## src/rtl/fipc_pkg.sv

```systemverilog
package fipc_pkg;

    localparam int NUM_PINS = 2;

    typedef enum logic [1:0] {
        ROLE_FAULT = 2'd0,
        ROLE_THERM = 2'd1,
        ROLE_ADC   = 2'd2,
        ROLE_GPO   = 2'd3
    } pin_role_e;

    typedef enum logic [1:0] {
        PWR_NORMAL = 2'd0,
        PWR_SLEEP  = 2'd1,
        PWR_DEEP   = 2'd2,
        PWR_SHUT   = 2'd3
    } pwr_state_e;

    typedef struct packed {
        logic data;
        logic oe;
        logic rail;
        logic analog;
    } pad_ctl_t;

    localparam pad_ctl_t PAD_RELEASED = '{data: 1'b0, oe: 1'b0, rail: 1'b0, analog: 1'b0};

endpackage

```

## src/rtl/fipc_fault_agg.sv

```systemverilog
module fipc_fault_agg #(
    parameter int                N_PROT = 8,
    parameter logic [N_PROT-1:0] MASK   = '0
) (
    input  logic [N_PROT-1:0] flags,
    input  logic [N_PROT-1:0] enables,
    output logic              active
);
    logic [N_PROT-1:0] qualified;

    for (genvar b = 0; b < N_PROT; b++) begin : g_bit
        if (MASK[b]) begin : g_used
            assign qualified[b] = flags[b] & enables[b];
        end else begin : g_unused
            assign qualified[b] = 1'b0;
        end
    end

    assign active = |qualified;
endmodule

```

## src/rtl/fipc_pin_mux.sv

```systemverilog
module fipc_pin_mux
    import fipc_pkg::*;
(
    input  logic [1:0] pwr,
    input  logic [1:0] role,
    input  logic       pol,
    input  logic       rail,
    input  logic       gpo,
    input  logic       fault_active,
    output pad_ctl_t   nxt
);
    always_comb begin
        nxt = PAD_RELEASED;
        if (pwr_state_e'(pwr) != PWR_SHUT) begin
            unique case (pin_role_e'(role))
                ROLE_FAULT: begin
                    nxt.oe   = 1'b1;
                    nxt.rail = rail;
                    nxt.data = fault_active ? pol : ~pol;
                end
                ROLE_THERM, ROLE_ADC: begin
                    nxt.analog = 1'b1;
                end
                ROLE_GPO: begin
                    nxt.oe   = 1'b1;
                    nxt.rail = rail;
                    nxt.data = gpo;
                end
                default: nxt = PAD_RELEASED;
            endcase
        end
    end
endmodule

```

## src/rtl/fipc_top.sv

```systemverilog
module fipc_top
    import fipc_pkg::*;
#(
    parameter int                N_PROT   = 8,
    parameter logic [N_PROT-1:0] DSG_MASK = 'h0F,
    parameter logic [N_PROT-1:0] CHG_MASK = 'hF2
) (
    input  logic              clk,
    input  logic              rst_n,
    input  logic [1:0]        pwr_mode,
    input  logic [N_PROT-1:0] fault_flags,
    input  logic [N_PROT-1:0] prot_en,
    input  logic [1:0]        dsg_mode,
    input  logic [1:0]        chg_mode,
    input  logic [1:0]        pin_pol,
    input  logic [1:0]        rail_sel,
    input  logic [1:0]        gpo_val,
    output logic [1:0]        pin_data,
    output logic [1:0]        pin_oe,
    output logic [1:0]        pin_rail,
    output logic [1:0]        pin_analog
);
    localparam int NP = NUM_PINS;

    typedef struct packed {
        pad_ctl_t [NP-1:0] pad;
    } state_t;

    state_t state_d, state_q;

    logic [NP-1:0][1:0] role_arr;
    logic [NP-1:0]      active;
    pad_ctl_t [NP-1:0]  pad_nxt;

    assign role_arr[0] = dsg_mode;
    assign role_arr[1] = chg_mode;

    for (genvar p = 0; p < NP; p++) begin : g_pin
        localparam logic [N_PROT-1:0] PMASK = (p == 0) ? DSG_MASK : CHG_MASK;

        fipc_fault_agg #(
            .N_PROT (N_PROT),
            .MASK   (PMASK)
        ) u_agg (
            .flags   (fault_flags),
            .enables (prot_en),
            .active  (active[p])
        );

        fipc_pin_mux u_mux (
            .pwr          (pwr_mode),
            .role         (role_arr[p]),
            .pol          (pin_pol[p]),
            .rail         (rail_sel[p]),
            .gpo          (gpo_val[p]),
            .fault_active (active[p]),
            .nxt          (pad_nxt[p])
        );
    end

    always_comb begin
        state_d = state_q;
        for (int p = 0; p < NP; p++) begin
            state_d.pad[p] = pad_nxt[p];
        end
    end

    always_ff @(posedge clk or negedge rst_n) begin
        if (!rst_n) begin
            state_q <= '{pad: {NP{PAD_RELEASED}}};
        end else begin
            state_q <= state_d;
        end
    end

    always_comb begin
        for (int p = 0; p < NP; p++) begin
            pin_data[p]   = state_q.pad[p].data;
            pin_oe[p]     = state_q.pad[p].oe;
            pin_rail[p]   = state_q.pad[p].rail;
            pin_analog[p] = state_q.pad[p].analog;
        end
    end
endmodule

```

## config.mk

```make
export PLATFORM = sky130hd
export DESIGN_NAME = fipc_top
export DESIGN_NICKNAME = d
export VERILOG_FILES = /design/src/rtl/fipc_pkg.sv /design/src/rtl/fipc_fault_agg.sv /design/src/rtl/fipc_pin_mux.sv /design/src/rtl/fipc_top.sv
export SDC_FILE = /design/constraint.sdc
export NUM_CORES = 1
export LEC_CHECK = 0
export BUFFER_PORTS_ARGS = -buffer_cell sky130_fd_sc_hd__buf_2
export CORE_AREA = 2 2 39 41
export CTS_CLUSTER_DIAMETER = 30
export DETAILED_ROUTE_END_ITERATION = 7
export DIE_AREA = 0 0 41 43
export PLACE_DENSITY = 0.8
export SLEW_MARGIN = 30
export SYNTH_ARGS = -nofsm -noshare
export SYNTH_HDL_FRONTEND = slang
export SYNTH_SLANG_ARGS = --single-unit
```

## constraint.sdc

```tcl
create_clock -name clk -period 0.8 [get_ports clk]
set_clock_uncertainty 0.15 [all_clocks]
set_input_delay 0.16 -clock clk [delete_from_list [all_inputs] [get_ports clk]]
set_output_delay 0.16 -clock clk [all_outputs]
set_load 0.02 [all_outputs]
```

; ---- Word-level counts from Yosys, hierarchy flattened
; Cells that the tools add are included.
[classes]
n_eq_ne = 7
n_mux = 8
n_bitwise = 10
n_reduce_logical = 6
[ops]
columns = operator, n
row1 = $pmux W3 S2, 2
row2 = $and A1 B1 Y1, 8
row3 = $eq A2 B2 Y1 const B, 4
row4 = $mux W4, 2
row5 = $reduce_or A5 Y1, 1
row6 = $eq A2 B1 Y1 const B, 2
row7 = $logic_not A2 Y1, 2
row8 = $mux W1, 4
row9 = $reduce_or A2 Y1, 2
row10 = $reduce_or A4 Y1, 1
row11 = $ne A2 B2 Y1 const B, 1
row12 = $not A1 Y1, 2
[word_totals]
ff_bits = 8
input_bits = 30
output_inout_bits = 8
elab_cells = 39

; ---- Depth between registers and ports, before layout
[logic_depth]
ltp_word = 5
depth_mapped = 5
mapped_depth_nobuf = 5

; ---- Hierarchy
; A second synthesis with hierarchy kept.
[unflattened]
hier_cells = 38
area_unflattened_um2 = 415.4
[by_module_without_submodules]
columns = module, instances, cells_per_inst, area_per_inst_um2
row1 = fipc_top, 1, 8, 200.2
row2 = fipc_pin_mux, 2, 12, 87.6
row3 = fipc_fault_agg at g_pin[1].u_agg, 1, 3, 21.3
row4 = fipc_fault_agg at g_pin[0].u_agg, 1, 3, 18.8

; ---- Worst setup path before layout
; No wires, ideal clock.
[synth_path]
kind = input to register
start = input port fault_flags[1]
end = register state_q (netlist bit pin_data[1])
setup_time_ps = 78
arrival_ps = 856
required_time_ps = 572
setup_slack_ps = -284
path_stages = 4
path_cell_list = a222oi_1 -> and3_1 -> o21ai_1 -> a21boi_1
[synth_rtl]
columns = item, line_no
row1 = from (decl), fipc_top.sv:11  ; input logic [N_PROT-1:0] fault_flags,
row2 = to (signal assigned), fipc_top.sv:70  ; state_q <= '{pad: {NP{PAD_RELEASED}}};
row3 = to (signal assigned), fipc_top.sv:72  ; state_q <= state_d;
row4 = to (decl), fipc_top.sv:29  ; state_t state_d, state_q;

; ---- Final worst setup path
[layout_path]
start = register state_q (netlist bit pin_data[1])
end = output port pin_data[1]
[layout_rtl]
columns = item, line_no
row1 = to (decl), fipc_top.sv:18  ; output logic [1:0] pin_data,
; No word-level cell between the ends.

==> out/metrics.yaml <==
setup_path:
  worstSetupPathType: "reg -> out"
  cp_cell_sequence: "buf_6"
  crit_required_ps: 490
  start_kind: "flop"
  crit_end: "pin_data[1]"
  worstSetupStartpoint: "pin_data[1]"
  max_stage_delay_ps: 380
  cp_num_buf_inv: 1
  cp_num_cells: 1
  endpoint_kind: "primary output"
  crit_path_max_fanout: 1
  crit_path_top_delay_cell: "dfrtp_1"
  arrival_ps: 750
  path_delay_family: "flip-flops"
sta:
  period_needed_ps: 1060
  slew_violations: 0
  worst_pin_slew_ps: 386
  setup_ws_ps: -261
  fmax_ghz: 0.943
  final.setup.tns_ps: -2340
  grt_setup_unrepaired: "true"
  finalSetupViolCount: 10
  hold-worst-slack_ps: 16.2
  slew_headroom_pct: 74.2
  hold_violations: 0
  period_share_pct: 133
pwr:
  pwr-share-comb_pct: 33.2
  p_clk_share_pct: 26.3
  switching_share_pct: 26.5
  p_leak_nw: 0.433
  peakVddDrop_v: 0.000486
  internal_power_uw: 816
  power_density_nw_per_um2: 1350
  switchingPower_uw: 295
  seq_power_share_pct: 40.5
detailed_routing:
  drtPass1Iterations: 4
  vias: 433
  vias_per_cell: 4.61
  drc: 0
  wire_per_inst_um: 10.8
  ant_nets: 0
  drt-initial-drc-count: 6
  postRouteWirelength_um: 1020
clock_network:
  cts_htree_levels: 1
  clockBufferDepth: 2
  cts_tree: "yes"
  clk_pin_slew_ps: 50
  post_cts_buffers: 0
  cts_root_buf: "clkbuf_4"
  clock-sinks: 8
  tritoncts.num_buffers: 3
die:
  ios: 38
  die_w_um: 41
  core-area_um2: 1380
  die_area_um2: 1760
  rows: 14
  initial_core_util_pct: 29.4
  die_h_um: 43
placed_design:
  routabilityCongestion: 0.620
  placed_area_um2: 677
  placedCellCount: 90
  io_buffers: 37
  hpwl_um: 866
synth:
  synth_area_leaders: "dfrtp_1, ha_1, o211a_1"
  ys_ff_latch: 8
  yosys_warnings: 0
  synth_cells: 37
  synth_top_area_share_pct: 49.2
  syn_area_um2: 407
  syn_area_per_cell_um2: 11.0
  seq_area_frac_synth_pct: 49.2
  synth_fp_nets: 71
  yosysTopAreaCell: "dfrtp_1"
  ys_types: 16
finish:
  multi_input_area_um2: 235
  regArea_um2: 200
  instances_no_fill: 94
  nets: 114
  post_route_cells_drive_above_1_share_pct: 62.8
  area_delta_synth_final_pct: 103
  design_area_um2: 826
  diodes: 0
  post-route-util_pct: 59.7
  n_fill_cell: 116
global_routing:
  antenna_found_initial: 0
  grt_max_degree: 9
  grt_pass1_wl_um: 1620
  overflow: 0
  grt_pass1_vias: 407
  grt.total_usage_pct: 13.2
min_path:
  worst_hold_path_type: "in -> reg"
job:
  drv_cap: 0
run_status:
  failed_checks: "negative setup slack"
  outcome: "complete, but fails checks"
worst min-delay path by stage:
| stage | from | end | slack (ps) | cells past startpoint |
|---|---|---|---|---|
| after floorplan | rst_n | pin_analog[0] | -290 | 0 |
| after global placement | rst_n | pin_oe[0] | -150 | 1 |
| after detailed placement | rst_n | pin_data[0] | -140 | 1 |
| after CTS | rail_sel[1] | pin_rail[1] | 8 | 2 |
| after global routing | pwr_mode[1] | pin_oe[1] | 20 | 2 |
| final | gpo_val[0] | pin_data[0] | 20 | 3 |
registers in the layout (all words and copies together), names as in the netlist:
register / flops
pin_oe: 2
pin_data: 2
pin_analog: 2
pin_rail: 2
stage by stage:
stage	power (mW)	setup slack, ps
detailed placement	0.741	-492
global route	1.18	-302
CTS	1.11	-265
global placement	0.733	-429
finish	1.11	-261
floorplan	0.597	-269
final cells by class:
cell class	count	share of cell area, %
Tap cell	16	2.42
Timing Repair Buffer	38	36.2
Clock buffer	3	2.73
Inverter	5	5.91
Sequential cell	8	24.2
Multi-Input combinational cell	24	28.5
logic make-up (layout without fill, tap and decap cells):
| kind of cell | after synthesis | count (layout) | share of synthesized area [%] |
|---|---|---|---|
| AOI/OAI and AO/OA | 12 | 12 | 23.1 |
| xor gates and xnor gates | 1 | 1 | 2.15 |
| adders and majority gates | 4 | 4 | 12.3 |
| buffers and inverters | 5 | 46 | 4.62 |
| DFF | 8 | 8 | 49.2 |
| and+or+nand+nor | 7 | 7 | 8.61 |
cells in the mapped netlist:
cell type	number
a22o_1	1
o21ai_1	2
nand2_1	3
and3_1	1
xnor2_1	1
a221oi_2	1
inv_1	5
a21boi_1	1
dfrtp_1	8
and2_1	2
a21oi_1	3
a222oi_1	1
o211a_1	2
a22oi_1	1
nand3_1	1
ha_1	4
placed cells by master (no fill, tap or decap), drive strengths merged, types with 2 or more instances in the layout:
master	count
and2	2
dfrtp	8
buf	37
clkbuf	3
o211a	2
a21oi	3
o21ai	2
inv	5
ha	4
nand2	3
power groups by stage:
stage	Clock, mW	Sequential [mW]	Combinational [mW]
after floorplan	0	0.492	0.105
final	0.292	0.450	0.369
after global routing	0.322	0.454	0.407
after global placement	0	0.447	0.286
after detailed placement	0	0.449	0.292
after CTS	0.297	0.450	0.358
per-layer routing:
metal  track usage (%)  wire length, µm  up-vias
met5                 0                0        -
met4              4.00                0        0
met3              2.62              130        0
met2              23.1              532       27
met1              15.1              353      191
li1                  -                -      215
worst min-delay path, delay by kind of cell:
kind | cells | cell delay [ps]
and+or+nand+nor | 1 | 60
buffers and inverters | 1 | 80
AOI/OAI and AO/OA | 1 | 70
timing repair:
item | 4_1_cts | 5_1_grt
pin swaps | 8 | 7
setup endpoints to repair | 12 | 12
resized for setup | 26 | 5
endpoints found under the hold margin | 8 | 0
cloned | 0 | 0
hold buffers | 1 | 0
Note: power is estimated with default switching activity, not from simulation.
